[src/rtl/cone_pg_pkg.sv]
// Package: shared types and elaboration-time helpers for the cone
// pattern generator. Assumes masks are no wider than 32 bits.
package cone_pg_pkg;

    // Run-control states of the sequencer.
    typedef enum logic [1:0] {
        ST_IDLE = 2'd0,
        ST_RUN  = 2'd1,
        ST_FIN  = 2'd2
    } run_state_t;

    // Number of set bits of a mask below bit position pos.
    function automatic int rank_below(input logic [31:0] mask, input int pos);
        int n;
        n = 0;
        for (int j = 0; j < 32; j++) begin
            if (j < pos && mask[j]) n++;
        end
        return n;
    endfunction

endpackage

[src/rtl/cone_pg_seq.sv]
// Module: run sequencer. Holds the run state and a combined index whose
// low CONE_W bits are the cone count and whose top bit selects the cone.
// Assumes start is synchronous to clk.
module cone_pg_seq
    import cone_pg_pkg::*;
#(
    parameter int CONE_W = 5,
    localparam int IDX_W = CONE_W + 1,
    localparam int TOTAL = 2 << CONE_W
) (
    input  logic              clk,
    input  logic              rst_n,
    input  logic              start,
    output logic [CONE_W-1:0] cnt,
    output logic              phase,
    output logic              running,
    output logic              finish
);

    run_state_t         state_q;
    logic [IDX_W-1:0]   idx_q;

    // Advance the run state and the vector index.
    always_ff @(posedge clk) begin
        if (!rst_n) begin
            state_q <= ST_IDLE;
            idx_q   <= '0;
        end else begin
            case (state_q)
                ST_IDLE: begin
                    idx_q <= '0;
                    if (start) state_q <= ST_RUN;
                end
                ST_RUN: begin
                    if (idx_q == IDX_W'(TOTAL - 1)) begin
                        state_q <= ST_FIN;
                        idx_q   <= '0;
                    end else begin
                        idx_q <= idx_q + 1'b1;
                    end
                end
                default: state_q <= ST_IDLE;
            endcase
        end
    end

    // Expose the index fields and state flags.
    always_comb begin
        cnt     = idx_q[CONE_W-1:0];
        phase   = idx_q[IDX_W-1];
        running = (state_q == ST_RUN);
        finish  = (state_q == ST_FIN);
    end

endmodule

[src/rtl/cone_pg_scatter.sv]
// Module: spreads a CONE_W-bit count onto the set bits of MASK in
// ascending order. Non-member bits are 0. Assumes MASK has CONE_W set bits.
module cone_pg_scatter
    import cone_pg_pkg::*;
#(
    parameter int          N_IN   = 8,
    parameter int          CONE_W = 5,
    parameter logic [31:0] MASK   = 32'h1F
) (
    input  logic [CONE_W-1:0] cnt,
    output logic [N_IN-1:0]   pat
);

    // One wire per primary input: member bits take their ranked count bit.
    for (genvar i = 0; i < N_IN; i++) begin : g_bit
        localparam int RANK = rank_below(MASK, i);
        if (MASK[i] && RANK < CONE_W) begin : g_member
            assign pat[i] = cnt[RANK];
        end else begin : g_zero
            assign pat[i] = 1'b0;
        end
    end

endmodule

[src/rtl/cone_pg_top.sv]
// Module: cone-wise exhaustive pattern generator top. It runs cone A's
// 2^CONE_W combinations and then cone B's. Outputs are zero when idle.
// Assumes each mask has exactly CONE_W set bits within N_IN.
module cone_pg_top #(
    parameter int          N_IN        = 8,
    parameter int          CONE_W      = 5,
    parameter logic [31:0] CONE_A_MASK = 32'h0000_001F,
    parameter logic [31:0] CONE_B_MASK = 32'h0000_00F8
) (
    input  logic            clk,
    input  logic            rst_n,
    input  logic            start,
    output logic [N_IN-1:0] pattern,
    output logic            pat_valid,
    output logic            done
);

    logic [CONE_W-1:0] cnt;
    logic              phase;
    logic              running;
    logic              finish;
    logic [N_IN-1:0]   pat_a;
    logic [N_IN-1:0]   pat_b;

    cone_pg_seq #(.CONE_W(CONE_W)) u_seq (
        .clk     (clk),
        .rst_n   (rst_n),
        .start   (start),
        .cnt     (cnt),
        .phase   (phase),
        .running (running),
        .finish  (finish)
    );

    cone_pg_scatter #(.N_IN(N_IN), .CONE_W(CONE_W), .MASK(CONE_A_MASK)) u_map_a (
        .cnt (cnt),
        .pat (pat_a)
    );

    cone_pg_scatter #(.N_IN(N_IN), .CONE_W(CONE_W), .MASK(CONE_B_MASK)) u_map_b (
        .cnt (cnt),
        .pat (pat_b)
    );

    // Select the active cone's vector and gate it with the run flag.
    always_comb begin
        pattern   = running ? (phase ? pat_b : pat_a) : '0;
        pat_valid = running;
        done      = finish;
    end

endmodule

[config.mk]
export PLATFORM = sky130hd
export DESIGN_NAME = cone_pg_top
export DESIGN_NICKNAME = d
export VERILOG_FILES = /design/src/rtl/cone_pg_pkg.sv /design/src/rtl/cone_pg_seq.sv /design/src/rtl/cone_pg_scatter.sv /design/src/rtl/cone_pg_top.sv
export SDC_FILE = /design/constraint.sdc
export NUM_CORES = 1
export LEC_CHECK = 0
export ABC_AREA = 1
export BUFFER_PORTS_ARGS = -buffer_cell sky130_fd_sc_hd__buf_2
export CAP_MARGIN = 20
export CELL_PAD_IN_SITES_DETAIL_PLACEMENT = 0
export CELL_PAD_IN_SITES_GLOBAL_PLACEMENT = 1
export CORE_ASPECT_RATIO = 1.1
export CORE_MARGIN = 5
export CORE_UTILIZATION = 33
export DETAILED_ROUTE_END_ITERATION = 7
export GPL_ROUTABILITY_DRIVEN = 0
export PLACE_DENSITY = 0.72
export SLEW_MARGIN = 10
export SYNTH_ARGS = -nofsm -noshare
export SYNTH_HDL_FRONTEND = slang
export SYNTH_SLANG_ARGS = --single-unit
export TNS_END_PERCENT = 100
[constraint.sdc]
create_clock -name clk -period 1.2 [get_ports clk]
set_input_delay 0 -clock clk [delete_from_list [all_inputs] [get_ports clk]]
set_output_delay 0 -clock clk [all_outputs]
set_load 0.02 [all_outputs]
Word-level counts from Yosys, hierarchy flattened
Cells that the tools add are included.

Register bits: 8. Logic and storage cells: 18. Output and inout bits: 10. Bits of input ports: 3.

Add/subtract/negate cells: 1. Mux-type cells: 7. Reduce and logical (&&, ||, !) cells: 3. Equality and inequality tests: 5.

Operator list (count): two-way mux 8 bit (2); case mux 6 bit (2 select lines) (1); adder 6 x 1 -> 6 bit, second input constant (1); == test 6 bit, second input constant (1); two-way mux 6 bit (1); two-way mux 2 bit (2); case mux 2 bit (2 select lines) (1); == test 2 x 1 -> 1 bit, second input constant (1); == test 2 bit, second input constant (1); logical NOT 2 bit (1); != test 2 x 1 -> 1 bit, second input constant (1); != test 2 bit, second input constant (1); AND reduction 2 bit (1); nonzero test 2 bit (1).

Depth between registers and ports, before layout
Depth in word-level cells: 3. Depth in mapped cells: 7. Mapped depth without buffers: 7.

Modules after synthesis
From an unflattened synthesis, not the netlist that was laid out.

Cell total of the unflattened synthesis: 110. Area total of the unflattened synthesis: 716.9 sq um.

Modules (own cells, without submodules): cone_pg_seq (seq. area each 160.2 sq um, instances 1, area an instance 392.9 sq um, cells each 49); cone_pg_top (seq. area each 0.0 sq um, instances 1, area an instance 196.4 sq um, cells each 43); cone_pg_scatter (seq. area each 0.0 sq um, instances 2, area an instance 63.8 sq um, cells each 9).

Worst setup path before layout
OpenSTA, ideal clock, no wires.

Kind: flip-flop to output port. Start: reg u_seq.state_q[1]. End: out pattern[3]. Buffers on the path: 0. Arrival: 1091 ps. Data required time: 1200 ps. Stages on the path, launching flop included: 6. Slack: 109 ps. Cells stage by stage: dfxtp_1 -> inv_2 -> nand2_4 -> inv_2 -> o21ai_0 -> a21oi_1.

Cells in the longest elaborated chain, start to end: 2.

Ends and longest elaborated chain: start: declaration (line cone_pg_seq.sv:20) `run_state_t state_q;`; start signal: assignment (line cone_pg_seq.sv:26) `state_q <= ST_IDLE;`; start signal: assignment (line cone_pg_seq.sv:32) `if (start) state_q <= ST_RUN;`; start signal: assignment (line cone_pg_seq.sv:36) `state_q <= ST_FIN;`; == test 2 x 1 -> 1 bit (line cone_pg_seq.sv:51) `running = (state_q == ST_RUN);`; net pat_valid (line cone_pg_top.sv:14) `output logic pat_valid,`; two-way mux 8 bit (line cone_pg_top.sv:47) `pattern = running ? (phase ? pat_b : pat_a) : '0;`; end: declaration (line cone_pg_top.sv:13) `output logic [N_IN-1:0] pattern,`.

The timed path passes the listed nets, and every way through them passes these cells.

Worst setup path after layout
Start: reg u_seq.state_q[1]. End: out pattern[3].

Cells in the longest elaborated chain, start to end: 2.

Ends and longest elaborated chain (line): == test 2 x 1 -> 1 bit (cone_pg_seq.sv:51); two-way mux 8 bit (cone_pg_top.sv:47).

No other way between the ends.

==> flow_results.org <==
** Clock network
- The longest clock path from root to sink contains 2 buffers.
- Clock-pin slew on the worst setup and hold paths :: roughly 0.05 ns
- The clock net in this run drives a total of 8 sinks.
- Depth of the CTS H-tree :: 1
- TritonCTS built the clock tree.
- The cell sitting at the root of the clock tree is a sky130_fd_sc_hd__clkbuf_4.
- In this run, CTS created clock tree buffers numbering 3.
- Clk_lat worst skew :: 0.26 ns

** Logic synthesis
- The mapped netlist covers approximately 470 µm².
- In the synthesized netlist, the number of instances is 70.
- The synthesized design contains 8 register bits.
- Counting distinct cell types in the post-synthesis netlist gives 18.
- Yosys mapped a number of flops with a built-in enable equal to 0.
- The share of the Yosys chip area taken by registers is 0.339.
- Total nets after synthesis :: 74
- Post-synth top area cell :: sky130_fd_sc_hd__dfxtp_1
- For this run, the leading register cell type out of synthesis is sky130_fd_sc_hd__dfxtp_1.
- In the post-synthesis netlist, the biggest area contributors are sky130_fd_sc_hd__dfxtp_1 34%, sky130_fd_sc_hd__nand2_1 11%, sky130_fd_sc_hd__a21oi_2 7.4%.
- Counting flops with an async set or reset pin after synthesis yields a share of 0.
- Top cell types by occurrence after synthesis :: 14 x sky130_fd_sc_hd__nand2_1, 8 x sky130_fd_sc_hd__dfxtp_1, 8 x sky130_fd_sc_hd__inv_1
- Most repeated cell in the gate-level netlist after synthesis :: sky130_fd_sc_hd__nand2_1
- The share of synthesized area in the top cell type comes to 0.339.
- Dividing the synthesized area by the synthesized cell count gives between 6 and 7 µm².
- For this run, the number of Yosys warnings is 0.

** Timing
- Headroom to the max-slew limit came out at 0.811.
- Of the available clock period, the critical path in the final layout requires 0.975.
- Final setup violation count :: 0
- For the pin with the worst max-slew slack, the measured transition is around 0.28 ns.
- The hold violation total from the final report is 0.
- On the final layout, the worst clock skew is about 0.0013 ns.
- Highest clock frequency the design can meet :: roughly 860 MHz
- Final critical delay including setup and external delays :: roughly 1.2 ns
- The count of pins over their slew limit came to 0.
- Unrepaired setup endpoints after global routing :: yes

** Floorplanning
- The die is between 40 and 50 µm wide.
- The core region is ~1400 µm².
- The floorplan step defined a die boundary enclosing 2290 µm².
- I/O Pins :: 13
- The die is around 50 µm tall.
- Num rows :: 14
- The initial utilization of the core area, before any placement, comes to 0.346.

** Critical path
- At the worst endpoint, the required time is between 1 and 1.5 ns.
- Largest fanout on the critical path :: 5
- Critical Path Source Type :: register
- The largest individual stage delay along the critical path comes from the cell sky130_fd_sc_hd__dfxtp_4.
- Data arrival time of the critical path :: about 1.2 ns
- RR Startpoint :: u_seq.state_q[1]$_SDFFE_PN0P_
- Most Frequent Cell on Critical Path :: sky130_fd_sc_hd__inv_4
- For this run, the slowest stage of the critical path takes between 0.3 and 0.4 ns.
- Critical path startpoint :: u_seq.state_q[1]$_SDFFE_PN0P_
- Capturing element type of the critical path :: primary output
- Kind of critical path :: register to primary output
- The signal on the critical path passes through inv_4 -> nand2_4 -> inv_4 -> o21ai_1 -> a21oi_1 -> buf_4.
- Worst Reg-to-Reg Cells :: 7

** Placed design
- The HPWL after detailed placement is between 900 and 1000 µm.
- Count of buffers from port buffering :: 12

** Power and ir drop
- The completed layout was analyzed and its total power is around 0.00058 W.
- IR analysis of the VDD net gives a maximum drop of around 0.42 mV.
- PD cells :: 827 nW/µm²
- Leakage power :: between 0.2 and 0.3 nW

** Detailed routing
- Via count normalized by instance count :: around 4.8
- In the detailed route, the total length drawn on met3 is 86 µm.
- The detailed router put a total of around 560 µm of wire on met1.
- Final wirelength :: around 1300 µm
- Post-route DRC :: 0
- The first routing iteration left 15 violations.
- The first detailed-routing pass ran for 4 iterations.
- Met2 wire len :: between 500 and 600 µm
- Top layer reached by signal wires :: met4
- Summing over every cut layer, the via total after detailed routing is roughly 540.
- The count of nets left with antenna violations once routing finished came out at 0.
- Dividing the detail-routed wire length by the instance count gives 11.2 µm.

** Global route
- Summed over all layers, the global routing overflow is 0.
- The via count of the first global-routing pass is approximately 480.
- In the global route stage, overall resource usage came out at 0.124.
- The first global-routing pass estimated between 2000 and 2500 µm of wire.
- Entering global routing, the biggest net connects 7 pins.
- The number of antenna violations at the first check in global routing came to 0.

** Layout
- The number of antenna diodes in the final layout is 0.
- Number of nets at the end of the flow :: ~100
- Measured on the finished design, the core utilization comes to 0.512.
- Area delta synth->final :: 47.9%
- Layout cells sized above 1 :: 0.479
- Fill cells in the final layout number 146.

** Run
- Max-capacitance violation count :: 0

** Status
- The flow ran to the end, and the final reports show no timing, DRC or antenna violations.

** Worst hold path
- Hold Path Origin :: rst_n
- The min-delay analysis places its worst path in the category primary input to register.
- The worst hold path was traced through 3 stages.
## critical path: cells and delay by family (launching register included)
kind,cells,cell delay (ns)
buffers and inverters,3,0.31
AO/OA/AOI/OAI,2,0.18
flip-flops,1,0.35
AND/OR/NAND/NOR,1,0.07
## area by class of cell
cell class,count,area (µm²),area share
Clock buffer,3,22.5,0.0322
Inverter,12,50.0,0.0716
Multi-Input combinational cell,50,282,0.403
Sequential cell,8,170,0.243
Tap cell,16,20.0,0.0286
Timing Repair Buffer,23,155,0.222
## registers in the layout, summed over array words and instances (netlist names)
register,flops
u_seq.idx_q,6
u_seq.state_q,2
## report_power, final
part	leakage (nW)	internal (W)	switching [W]
logic	0.214	0.0000376	0.0000503
clock network	0.0138	0.000115	0.0000955
registers	0.0672	0.000271	0.00000905
## cell usage in the layout, fill, tap and decap left out, types with 2 or more instances in the layout
| cell | n |
|---|---|
| sky130_fd_sc_hd__dfxtp_2 | 2 |
| sky130_fd_sc_hd__a21oi_1 | 5 |
| sky130_fd_sc_hd__nand3_1 | 2 |
| sky130_fd_sc_hd__nand2_1 | 14 |
| sky130_fd_sc_hd__nor2_1 | 6 |
| sky130_fd_sc_hd__nor2_2 | 2 |
| sky130_fd_sc_hd__nor3_1 | 3 |
| sky130_fd_sc_hd__inv_2 | 2 |
| sky130_fd_sc_hd__dfxtp_4 | 2 |
| sky130_fd_sc_hd__o21ai_0 | 3 |
| sky130_fd_sc_hd__buf_2 | 8 |
| sky130_fd_sc_hd__inv_4 | 2 |
| sky130_fd_sc_hd__inv_1 | 8 |
| sky130_fd_sc_hd__o21ai_1 | 2 |
| sky130_fd_sc_hd__nor3_2 | 2 |
| sky130_fd_sc_hd__buf_4 | 14 |
| sky130_fd_sc_hd__nand2_2 | 2 |
| sky130_fd_sc_hd__dfxtp_1 | 4 |
| sky130_fd_sc_hd__clkbuf_4 | 3 |
| sky130_fd_sc_hd__a21oi_2 | 4 |
## timing repair
action,in CTS,in global routing
resized for setup,7,11
endpoints found under the setup margin,2,7
gates cloned,1,0
hold buffers,1,0
setup buffers,6,0
pin swaps,1,1
hold endpoints to repair,1,0
## metal layers
| layer | up-vias | track usage |
|---|---|---|
| met5 | - | 0 |
| li1 | 282 | - |
| met2 | 13 | 0.177 |
| met1 | 241 | 0.161 |
| met4 | 0 | 0.0711 |
| met3 | 5 | 0.0364 |
## final timing paths
path,to,slack (ns)
worst max-delay path,pattern[3],0.03
worst min-delay path,u_seq.idx_q[3]$_SDFFE_PN0P_,0.01
worst max register to register,u_seq.idx_q[5]$_SDFFE_PN0P_,0.09
worst min register to register,u_seq.state_q[1]$_SDFFE_PN0P_,0.51
## cells by family (layout without fill, tap and decap cells)
| logic type | Yosys count | after routing | synth area share |
|---|---|---|---|
| AOI/OAI and AO/OA | 15 | 15 | 0.196 |
| and+or+nand+nor | 33 | 34 | 0.328 |
| adders and majority gates | 1 | 1 | 0.0265 |
| buffers and inverters | 13 | 38 | 0.111 |
| DFF | 8 | 8 | 0.339 |
## metrics by stage
stage                     hold WS [ns]  std cells  setup slack [ns]  cell area, µm²  TNS (ns)
after global routing            0.0190        112           -0.0253             699   -0.0422
after detailed placement         0.269        101            0.0741             576         0
after CTS                       0.0142        112           0.00757             674         0
after floorplan                  0.136         70             0.109             473         0
after global placement           0.273        101            0.0975             576         0
final                           0.0119        112            0.0305             699         0
(Power assumes the default switching activity.)
